[src/rtl/cca_pkg.sv]
package cca_pkg;
  typedef enum logic [1:0] {
    MODE_ENERGY  = 2'b00,
    MODE_CARRIER = 2'b01,
    MODE_BOTH    = 2'b10,
    MODE_EITHER  = 2'b11
  } cca_mode_e;
endpackage

[src/rtl/cca_dwell_timer.sv]
module cca_dwell_timer #(
  parameter int DWELL_CYC = 40,
  parameter int SQ_AT     = 34
) (
  input  logic clk,
  input  logic rst_n,
  input  logic rx_en,
  output logic strobe,
  output logic dwell_end
);
  localparam int CW = (DWELL_CYC > 1) ? $clog2(DWELL_CYC) : 1;
  localparam logic [CW-1:0] LAST_C = CW'(DWELL_CYC - 1);
  localparam logic [CW-1:0] SQ_C   = CW'(SQ_AT);

  logic [CW-1:0] cnt_q;

  always_ff @(posedge clk or negedge rst_n) begin
    if (!rst_n)              cnt_q <= '0;
    else if (!rx_en)         cnt_q <= '0;
    else if (cnt_q == LAST_C) cnt_q <= '0;
    else                     cnt_q <= cnt_q + 1'b1;
  end

  assign strobe    = rx_en && (cnt_q == SQ_C);
  assign dwell_end = rx_en && (cnt_q == LAST_C);

  // the strobe is a single-cycle pulse within a dwell
  a_r4_strobe_single: assert property (@(posedge clk) disable iff (!rst_n)
    strobe |=> !strobe);
  // counter returns to zero whenever receive is disabled
  a_r9_timer_idle: assert property (@(posedge clk) disable iff (!rst_n)
    !rx_en |=> (cnt_q == '0));
endmodule

[src/rtl/cca_acq_tracker.sv]
module cca_acq_tracker #(
  parameter int TRACK_NEED = 2
) (
  input  logic clk,
  input  logic rst_n,
  input  logic rx_en,
  input  logic eop,
  input  logic agc_locked,
  input  logic sq1_good,
  input  logic strobe,
  input  logic dwell_end,
  output logic cs1_q,
  output logic sq1_q,
  output logic track_q
);
  localparam int GW = $clog2(TRACK_NEED + 1);
  localparam logic [GW-1:0] NEED_M1 = GW'(TRACK_NEED - 1);
  localparam logic [GW-1:0] NEED_C  = GW'(TRACK_NEED);

  logic          win_ok_q;
  logic          eval;
  logic          pass;
  logic [GW-1:0] good_q;
  logic          enter;

  assign eval  = strobe && win_ok_q && agc_locked;
  assign pass  = eval && sq1_good;
  assign enter = pass && (cs1_q || (good_q >= NEED_M1));

  // lock window: AND of agc_locked over the dwell cycles seen so far
  always_ff @(posedge clk or negedge rst_n) begin
    if (!rst_n)          win_ok_q <= 1'b1;
    else if (!rx_en)     win_ok_q <= 1'b1;
    else if (dwell_end)  win_ok_q <= 1'b1;
    else                 win_ok_q <= win_ok_q && agc_locked;
  end

  // sticky carrier sense
  always_ff @(posedge clk or negedge rst_n) begin
    if (!rst_n)               cs1_q <= 1'b0;
    else if (!rx_en)          cs1_q <= 1'b0;
    else if (!agc_locked)     cs1_q <= 1'b1;
    else if (eval && !sq1_good) cs1_q <= 1'b0;
  end

  // latched correlation result
  always_ff @(posedge clk or negedge rst_n) begin
    if (!rst_n)      sq1_q <= 1'b0;
    else if (!rx_en) sq1_q <= 1'b0;
    else if (eval)   sq1_q <= sq1_good;
  end

  // consecutive pass counter
  always_ff @(posedge clk or negedge rst_n) begin
    if (!rst_n)                 good_q <= '0;
    else if (!rx_en || eop)     good_q <= '0;
    else if (strobe) begin
      if (!pass)                good_q <= '0;
      else if (good_q < NEED_C) good_q <= good_q + 1'b1;
    end
  end

  // tracking state
  always_ff @(posedge clk or negedge rst_n) begin
    if (!rst_n)             track_q <= 1'b0;
    else if (!rx_en || eop) track_q <= 1'b0;
    else if (enter)         track_q <= 1'b1;
  end

  a_r3_cs_on_unlock: assert property (@(posedge clk) disable iff (!rst_n)
    (rx_en && !agc_locked) |=> cs1_q);
  a_r5_fail_clears_cs: assert property (@(posedge clk) disable iff (!rst_n)
    (eval && !sq1_good) |=> !cs1_q);
  a_r6_cs_pass_tracks: assert property (@(posedge clk) disable iff (!rst_n)
    (pass && cs1_q && !eop) |=> track_q);
  a_r8_eop_ends_track: assert property (@(posedge clk) disable iff (!rst_n)
    eop |=> !track_q);
  a_r9_idle_clears: assert property (@(posedge clk) disable iff (!rst_n)
    !rx_en |=> (!cs1_q && !sq1_q && !track_q));
  a_r4_no_eval_unlocked: assert property (@(posedge clk) disable iff (!rst_n)
    (rx_en && !agc_locked && !eop && !track_q) |=> !track_q);
endmodule

[src/rtl/cca_combiner.sv]
module cca_combiner
  import cca_pkg::*;
#(
  parameter bit HAS_SAMPLER = 1'b1
) (
  input  logic       clk,
  input  logic       rst_n,
  input  logic       rx_en,
  input  logic       dwell_end,
  input  logic       ed_flag,
  input  logic       carrier,
  input  logic [1:0] cfg_mode,
  input  logic       cfg_active_low,
  input  logic       cfg_sampled,
  output logic       cca_out
);
  cca_mode_e mode;
  logic      busy_raw;
  logic      busy;
  logic      held;
  logic      chosen;

  assign mode = cca_mode_e'(cfg_mode);

  always_comb begin
    unique case (mode)
      MODE_ENERGY:  busy_raw = ed_flag;
      MODE_CARRIER: busy_raw = carrier;
      MODE_BOTH:    busy_raw = ed_flag && carrier;
      MODE_EITHER:  busy_raw = ed_flag || carrier;
      default:      busy_raw = 1'b0;
    endcase
  end

  assign busy = rx_en && busy_raw;

  generate
    if (HAS_SAMPLER) begin : g_sampler
      logic busy_q;
      always_ff @(posedge clk or negedge rst_n) begin
        if (!rst_n)         busy_q <= 1'b0;
        else if (!rx_en)    busy_q <= 1'b0;
        else if (dwell_end) busy_q <= busy;
      end
      assign held = rx_en && busy_q;

      // the sampled value only moves at a dwell boundary or on disable
      a_r10_sample_stable: assert property (@(posedge clk) disable iff (!rst_n)
        (rx_en && !dwell_end) |=> $stable(busy_q));
    end else begin : g_no_sampler
      assign held = busy;
    end
  endgenerate

  assign chosen  = cfg_sampled ? held : busy;
  assign cca_out = chosen ^ cfg_active_low;

  // idle level while receive is off
  a_r9_idle_level: assert property (@(posedge clk) disable iff (!rst_n)
    !rx_en |-> (cca_out == cfg_active_low));
endmodule

[src/rtl/cca_assess.sv]
module cca_assess #(
  parameter int DWELL_CYC  = 40,
  parameter int SQ_AT      = 34,
  parameter int TRACK_NEED = 2
) (
  input  logic       clk,
  input  logic       rst_n,
  input  logic       rx_en,
  input  logic       eop,
  input  logic       ed_flag,
  input  logic       agc_locked,
  input  logic       sq1_good,
  input  logic [1:0] cfg_mode,
  input  logic       cfg_active_low,
  input  logic       cfg_sampled,
  output logic       cca_out,
  output logic       cs_flag,
  output logic       track_flag
);
  logic strobe, dwell_end;
  logic cs1, sq1, trk;

  cca_dwell_timer #(.DWELL_CYC(DWELL_CYC), .SQ_AT(SQ_AT)) u_timer (
    .clk(clk), .rst_n(rst_n), .rx_en(rx_en),
    .strobe(strobe), .dwell_end(dwell_end)
  );

  cca_acq_tracker #(.TRACK_NEED(TRACK_NEED)) u_acq (
    .clk(clk), .rst_n(rst_n), .rx_en(rx_en), .eop(eop),
    .agc_locked(agc_locked), .sq1_good(sq1_good),
    .strobe(strobe), .dwell_end(dwell_end),
    .cs1_q(cs1), .sq1_q(sq1), .track_q(trk)
  );

  cca_combiner #(.HAS_SAMPLER(1'b1)) u_comb (
    .clk(clk), .rst_n(rst_n), .rx_en(rx_en), .dwell_end(dwell_end),
    .ed_flag(ed_flag), .carrier(cs1 || sq1 || trk),
    .cfg_mode(cfg_mode), .cfg_active_low(cfg_active_low),
    .cfg_sampled(cfg_sampled), .cca_out(cca_out)
  );

  assign cs_flag    = cs1;
  assign track_flag = trk;

  // tracking cannot begin while the gain loop is unlocked in that cycle
  a_r7_no_entry_unlocked: assert property (@(posedge clk) disable iff (!rst_n)
    (!track_flag && !agc_locked) |=> !track_flag);
endmodule

[config.mk]
export PLATFORM = sky130hd
export DESIGN_NAME = cca_assess
export DESIGN_NICKNAME = d
export VERILOG_FILES = /design/src/rtl/cca_pkg.sv /design/src/rtl/cca_dwell_timer.sv /design/src/rtl/cca_acq_tracker.sv /design/src/rtl/cca_combiner.sv /design/src/rtl/cca_assess.sv
export SDC_FILE = /design/constraint.sdc
export NUM_CORES = 1
export LEC_CHECK = 0
export CAP_MARGIN = 10
export CORE_UTILIZATION = 48
export CTS_CLUSTER_SIZE = 16
export DETAILED_ROUTE_END_ITERATION = 16
export GPL_ROUTABILITY_DRIVEN = 0
export MAX_ROUTING_LAYER = met4
export PLACE_DENSITY = 0.8
export SYNTH_ARGS = -nofsm -noshare
export SYNTH_HDL_FRONTEND = slang
export SYNTH_HIERARCHICAL = 1
export SYNTH_SLANG_ARGS = --single-unit
[constraint.sdc]
create_clock -name clk -period 2.5 [get_ports clk]
set_input_delay 0.5 -clock clk [delete_from_list [all_inputs] [get_ports clk]]
set_output_delay 0.5 -clock clk [all_outputs]
set_load 0.01 [all_outputs]
---- After elaboration in Yosys (flattened, before gate mapping) ----
Cells that the tools add are included.
storage, ports and cells
  word-level logic and storage cells ...... 62
  input bits .............................. 11
  output and inout port bits .............. 3
  register bits ........................... 13
operators by class
  reductions and logical operators ........ 22
  bitwise logic cells ..................... 1
  $lt $le $gt $ge ......................... 2
  eq/ne operators ......................... 9
  $add $sub $neg .......................... 2
  muxes and demuxes ....................... 19
operators with widths
  kind                                                                    count
  6-bit == test (second input constant)                                   2
  1-bit two-way mux                                                       12
  6-bit two-way mux                                                       2
  1-bit logical AND                                                       11
  2-bit two-way mux                                                       4
  6-bit by 1-bit adder with 6-bit output (second input constant)          1
  1-bit logical OR                                                        5
  2-bit == test (second input constant)                                   2
  2-bit by 1-bit != test with 1-bit output (second input constant)        2
  1-bit case mux with 4 select lines                                      1
  2-bit nonzero test                                                      2
  3-bit by 2-bit != test with 1-bit output (second input constant)        1
  3-bit != test (second input constant)                                   1
  2-bit by 1-bit adder with 2-bit output (second input constant)          1
  2-bit by 1-bit == test with 1-bit output (second input constant)        1
  2-bit by 1-bit >= comparator with 1-bit output (second input constant)  1
  1-bit logical NOT                                                       2
  2-bit logical NOT                                                       1
  2-bit less-than comparator (second input constant)                      1
  2-bit AND reduction                                                     1
  1-bit XOR                                                               1

---- Logic depth before layout (Yosys ltp) ----
Gate-level depths: netlist (run 1).
  depth after elaboration ................. 8
  mapped depth ............................ 6
  mapped depth without buffers ............ 6

---- Modules after synthesis ----
Netlist (run 1), hierarchy kept.
by module, submodules not included
  module           cells each  seq. area each (um2)  area an instance (um2)  times used
  cca_dwell_timer  30          150.1                 321.6                   1
  cca_acq_tracker  29          151.4                 289.0                   1
  cca_combiner     11          25.0                  90.1                    1
  cca_assess       1           0.0                   6.3                     1

---- Worst setup path after synthesis (run 1) ----
OpenSTA, ideal clock, no wires.
  kind .................................... reg-to-output
  from .................................... reg u_acq.cs1_q
  to ...................................... out cca_out
  arrival ................................. 1.445 ns
  cell stages (with the launch flop) ...... 6
  path buffers ............................ 0
  data required time ...................... 2.000 ns
  path slack .............................. 0.555 ns
  cells stage by stage .................... dfrtp_1 or3_1 a21o_1 a22oi_1 a21oi_1 xor2_1
between the ends
  longest elaborated chain between the ends .. 7
  elaborated cells between the ends (all ways) .. 8
  classes of those cells .................. 2 x mux; 1 x bitwise; 5 x reduce/logical
ends and longest elaborated chain
  what                                                          line                                    text
  start, declared                                               cca_acq_tracker.sv:12                   output logic cs1_q,
  start signal, assigned                                        cca_acq_tracker.sv:40                   if (!rst_n) cs1_q <= 1'b0;
  start signal, assigned                                        cca_acq_tracker.sv:41                   else if (!rx_en) cs1_q <= 1'b0;
  start signal, assigned                                        cca_acq_tracker.sv:42                   else if (!agc_locked) cs1_q <= 1'b1;
  1-bit logical OR * (2 in a row)                               cca_assess.sv:37                        .ed_flag(ed_flag), .carrier(cs1 || sq1 || trk),
  1-bit logical OR / 1-bit logical AND (equally long branches)  cca_combiner.sv:30, cca_combiner.sv:29
  1-bit case mux with 4 select lines *                          cca_combiner.sv:26                      unique case (mode)
  1-bit logical AND *                                           cca_combiner.sv:35                      assign busy = rx_en && busy_raw;
  1-bit two-way mux *                                           cca_combiner.sv:55                      assign chosen = cfg_sampled ? held : busy;
  1-bit XOR *                                                   cca_combiner.sv:56                      assign cca_out = chosen ^ cfg_active_low;
  end, declared                                                 cca_assess.sv:16                        output logic cca_out,
Mark *: on every way between the ends. The rest lies on a longest branch, timed or not.

---- Worst setup path in the final report (run 1) ----
Same ends and word-level chain as after synthesis.

==> reports/qor.yml, run 1 <==
port-buffer-count: 13
start_util_pct: 53.0
hold_violations: 0
r2r_setup_slack_ps: 760
fin_crit_ps: 2340
synth-simple-area-share_pct: 21.1
slew_viol_final: 0
synth_compound_area_share_pct: 17.3
clkLatencyLatePin_ps: 270
wl_um: 1350
fin_skew_ps: 1.91
io_pins: 14
grt_max_degree: 14
route.detailed.drc: 0
fin_total_pwr_uw: 406
fillCellCount: 111
nets: 106
syn_nets: 85
dp_hpwl_um: 1050
design_area_um2: 900
power_density_mw_per_mm2: 451
start_kind: "flip-flop"
syn_to_final_growth_pct: 27.3
yosysWarnings: 6
cts_setup_buffers: 0
synth_mux_area_share_pct: 1.42
globalRoute.totalOverflow: 0
timing.hold.ws_ps: 504
antenna_found_initial: 0
synth_cells: 71
cts_tree: "yes"
post_cts_resize_count: 1
drtPass1Iterations: 4
syn_avg_cell_area_um2: 9.96
rows: 13
dieArea_mm2: 0.00163
grt_usage_pct: 21.1
utilization_pct: 67.4
status: "finished, final reports clean"
synth_top_family_by_area: "simple AND/OR/NAND/NOR gates"
placed_area_um2: 878
synthAdderAreaFrac_pct: 5.31
required_ps: 2000
cts_buffers: 3
synth_xor_area_share_pct: 4.96
critical_path_class: "flip-flop to primary output"
fin_crit_sh_pct: 93.4
die_w_um: 40.4
totalNegativeSetupSlack_ps: 0
cellLeakagePower_uw: 0.000399
final_cell_mix: "clkdlybuf4s50_1 (12), dfrtp_1 (12), inv_1 (7)"
cts.path.max_buffers: 2
worst_pin_slew_ps: 579
postCtsHoldBufs: 0
worstSetupEndpointType: "primary output"
via_per_inst: 5.25
die_y_um: 40.4
vias: 557
finalSetupViolations: 0
grt_pass1_vias: 519
drive_gt1_share_pct: 14.3
netlist_area_um2: 707
diodes: 0
ir_drop_mv: 0.335
rsz0062_at_grt: "no"
grt_pass1_wl_um: 2080
clkSlewWorstSetupHoldPaths_ps: 70
wl_per_cell_um: 12.7
critPathArrivalTime_ps: 1840
cap_viol_max_count: 0
root_buffer: "clkbuf_4"
relSlewSlack_pct: 61.2
critPathMaxFanout: 4
ant_nets: 0
cts.sink_count: 13
synth_cell_type_count: 29
core_area_mm2: 0.00133
hp-class: "flip-flop to flip-flop"
ys_ff_latch: 13
drt_iter0_markers: 15
fmax_ghz: 0.428
htreeDepth: 1
synth_seq_area_share_pct: 46.2
-- sequential cells by signal, summed over array words and instances (netlist names) --
| signal | cells |
|---|---|
| u_acq/track_q | 1 |
| u_acq/cs1_q | 1 |
| u_acq/sq1_q | 1 |
| u_acq/win_ok_q | 1 |
| u_comb/g_sampler.busy_q | 1 |
| u_timer/cnt_q | 6 |
| u_acq/good_q | 2 |
-- area by class of cell --
class / instances / area, um2 / share of cell area, %
clock buffer: 4 / 26.3 / 2.92
inverter: 7 / 26.3 / 2.92
multi-input combinational: 51 / 354 / 39.4
tap: 15 / 18.8 / 2.09
sequential: 13 / 327 / 36.3
timing repair buffer: 16 / 148 / 16.4
-- cells by family after synthesis --
logic type,after synthesis
AO/OA/AOI/OAI,17
XOR/XNOR,4
adder cells (fa/ha/maj),3
buffers and inverters,7
flip-flops,13
multiplexers,1
AND/OR/NAND/NOR,26
-- cells in the mapped netlist, drive strengths merged --
cell	number	area, um2
dfrtp	12	300
inv	7	26.3
a21oi	5	28.8
nand2	5	26.3
nand3	5	30.0
nor2	4	15.0
and2	3	18.8
ha	3	37.5
o21ai	3	15.0
or3	3	18.8
xor2	3	26.3
a21boi	2	15.0
a21o	2	15.0
nand4	2	12.5
a211oi	1	7.51
a22oi	1	7.51
dfstp	1	26.3
mux2i	1	10.0
nand2b	1	6.26
nand3b	1	7.51
nor2b	1	6.26
nor3b	1	7.51
o21ba	1	10.0
o21bai	1	7.51
o41ai	1	16.3
xnor2	1	8.76
-- critical path, stage by stage, from the launching register on --
cell and delay [ps]:
dfrtp_1 410, or3_1 370, a21o_1 160, a22oi_1 220
a21oi_1 120, xor2_1 140, clkbuf_2 150
-- through the flow --
step | std cells | setup WS [ps]
6_report | 106 | 164
3_3_place_gp | 102 | -81.0
4_1_cts | 106 | 11.2
5_1_grt | 106 | 16.4
3_5_place_dp | 102 | -145
2_1_floorplan | 71 | 555
-- final timing paths --
kind	start	to	cells after the start
setup / recovery	u_acq/cs1_q	cca_out	6
max in group asynchronous	rst_n	u_acq/sq1_q	1
hold / removal	u_timer/cnt_q[0]	u_timer/cnt_q[0]	1
min in group asynchronous	rst_n	u_timer/cnt_q[3]	1
setup reg to reg	u_timer/cnt_q[3]	u_acq/good_q[0]	6
hold reg to reg	u_timer/cnt_q[0]	u_timer/cnt_q[0]	1
-- power breakdown --
group          leakage, uW  switching, uW  internal (uW)
sequential        0.000174           7.79            217
clock            0.0000150           64.3           61.8
combinational     0.000210           24.0           31.1
-- routing by layer --
metal	share of wire [%]	track usage [%]	up-vias
met5	0	-	-
met4	0.89	10.0	0
met3	6.5	10.0	2
met2	46	30.6	15
met1	46	24.5	250
li1	-	-	290
(Power assumes the default switching activity.)
==> run 2, diff against run 1 <==
- SKIP_LAST_GASP: default -> 1
==> results of run 2 <==
Same layout as run 1: the final DEF is identical, and so are final timing and power.
==> run 3, diff against run 2 <==
- CORE_MARGIN: default -> 3
==> run 3 against run 2 <==
Effect of this change:
- largest power group unchanged
- worst hold slack lost 1.1 ps
- first-iteration DRC count rose by 33%
- critical path type unchanged
- cell count rose by 0.94%
==> reports/qor.yml, run 3 (synthesis results as in run 1) <==
status: "finished, final reports clean"  # unchanged
rsz0062_at_grt: "no"  # unchanged
internal_power_uw: 312  # was 310 uW
fin_skew_ps: 2.41  # was 1.91 ps
cts.path.max_buffers: 2  # unchanged
globalRoute.totalOverflow: 0  # unchanged
required_ps: 2000  # about the same
grt_max_degree: 14  # unchanged
syn_to_final_growth_pct: 29.6  # was 27.3%
top_register: "u_timer/cnt_q"  # unchanged
p_sw_share_pct: 23.4  # was 23.7%
critPathArrivalTime_ps: 1890  # was 1840 ps
critical_path_class: "flip-flop to primary output"  # unchanged
finalSetupViolations: 0  # unchanged
die_y_um: 44.4  # was 40.4 um
die_w_um: 44.4  # was 40.4 um
io_pins: 14  # unchanged
slew_viol_final: 0  # unchanged
postCtsHoldBufs: 0  # unchanged
worst_pin_slew_ps: 586  # was 579 ps
grt_pass1_wl_um: 2330  # was 2080 um
cts_buffers: 3  # unchanged
timing.hold.ws_ps: 503  # was 504 ps
fin_crit_ps: 2390  # was 2340 ps
largest_registers: "u_timer/cnt_q x6, u_acq/good_q x2"  # unchanged
design_area_um2: 916  # was 900 um2
power_density_mw_per_mm2: 445  # was 451 mW/mm2
dp_hpwl_um: 991  # was 1050 um
rows: 13  # unchanged
nets: 107  # was 106
clkSlewWorstSetupHoldPaths_ps: 80  # was 70 ps
diodes: 0  # unchanged
vias: 580  # was 557
port-buffer-count: 13  # unchanged
grt_usage_pct: 16.9  # was 21.1%
utilization_pct: 68.7  # was 67.4%
seqPwrFrac_pct: 55.0  # was 55.4%
cap_viol_max_count: 0  # unchanged
via_per_inst: 5.42  # was 5.25
p_clk_share_pct: 30.6  # was 31.1%
wl_um: 1340  # was 1350 um
combPwrFrac_pct: 14.4  # was 13.6%
p_switching_uw: 95.2  # was 96.1 uW
fmax_ghz: 0.418  # was 0.428 GHz
route.detailed.drc: 0  # unchanged
fin_ws_ps: 110  # was 164 ps
placed_area_um2: 878  # unchanged
core_area_mm2: 0.00133  # unchanged
wl_per_cell_um: 12.5  # was 12.7 um
cts_tree: "yes"  # unchanged
htreeDepth: 1  # unchanged
grt_pass1_vias: 546  # was 519
cts.sink_count: 13  # unchanged
ant_nets: 0  # unchanged
final_cell_mix: "clkdlybuf4s50_1 (12), dfrtp_1 (12), inv_1 (7)"  # unchanged
hold_violations: 0  # unchanged
worstSetupEndpointType: "primary output"  # unchanged
ir_drop_mv: 0.299  # was 0.335 mV
dp_slack_ps: -124  # was -145 ps
start_util_pct: 53.0  # unchanged
antenna_found_initial: 0  # unchanged
cellLeakagePower_uw: 0.000406  # was 0.000399 uW
fillCellCount: 113  # was 111
r2r_setup_slack_ps: 740  # was 760 ps
drive_gt1_share_pct: 15.2  # was 14.3%
fin_crit_sh_pct: 95.6  # was 93.4%
largest_reg_flops: 6  # unchanged
dieArea_mm2: 0.00197  # was 0.00163 mm2
clkLatencyLatePin_ps: 260  # was 270 ps
fin_total_pwr_uw: 408  # was 406 uW
relSlewSlack_pct: 60.8  # was 61.2%
critPathMaxFanout: 2  # was 4
hp-class: "flip-flop to flip-flop"  # unchanged
drtPass1Iterations: 4  # unchanged
root_buffer: "clkbuf_4"  # unchanged
drt_iter0_markers: 20  # was 15
start_kind: "flip-flop"  # unchanged
run 3: cell types whose count changed in the layout (fill, tap and decap cells not counted), sizes merged:
cell,change
dlygate4sd2,+1
clkbuf,-1
buf,+1
run 3: worst paths after layout:
path,start,endpoint,cells after the start
worst min register to register,u_timer/cnt_q[0],u_timer/cnt_q[0],1
min in group asynchronous,rst_n,u_timer/cnt_q[5],1
worst max-delay path,u_acq/sq1_q,cca_out,6
max in group asynchronous,rst_n,u_acq/good_q[0],1
worst max register to register,u_timer/cnt_q[3],u_acq/good_q[0],6
worst min-delay path,u_timer/cnt_q[0],u_timer/cnt_q[0],1
run 3: worst max-delay path, stage by stage (launching register included):
cell,delay [ps]
dfrtp_1,380
or3_1,390
a21o_1,170
a22oi_2,170
a21oi_1,100
xor2_1,140
dlygate4sd2_1,280
run 3: cell type report:
| type | count | area (um2) | area share (%) |
|---|---|---|---|
| Timing Repair Buffer | 17 | 159 | 17.3 |
| Inverter | 7 | 26.3 | 2.87 |
| Sequential cell | 13 | 327 | 35.7 |
| Tap cell | 15 | 18.8 | 2.05 |
| Clock buffer | 4 | 26.3 | 2.87 |
| Multi-Input combinational cell | 51 | 359 | 39.2 |
run 3: per-layer routing:
metal	share of wire, %	up-vias	track usage, %
li1	-	289	-
met1	45	269	21.8
met2	46	16	25.3
met3	6.6	6	4.07
met4	1.9	0	7.23
met5	0	-	-
run 3: repair_timing:
action                                  4_1_cts  5_1_grt
setup buffers                                 0        1
pin swaps                                     0        1
endpoints found under the setup margin        1        1
cloned                                        0        0
resized for setup                             1        1
run 3: power groups by stage:
| stage | Clock, uW | Sequential (uW) | Combinational (uW) |
|---|---|---|---|
| 3_5_place_dp | 0 | 228 | 57.1 |
| 6_report | 125 | 224 | 58.8 |
| 5_1_grt | 141 | 225 | 65.3 |
| 3_3_place_gp | 0 | 228 | 55.9 |
| 2_1_floorplan | 0 | 228 | 20.1 |
| 4_1_cts | 129 | 224 | 56.4 |
run 3: through the flow:
step / std cells / setup TNS (ps)
after detailed placement: 102 / -124
after global routing: 107 / 0
final: 107 / 0
after global placement: 102 / -81.4
after floorplan: 71 / 0
after CTS: 106 / 0
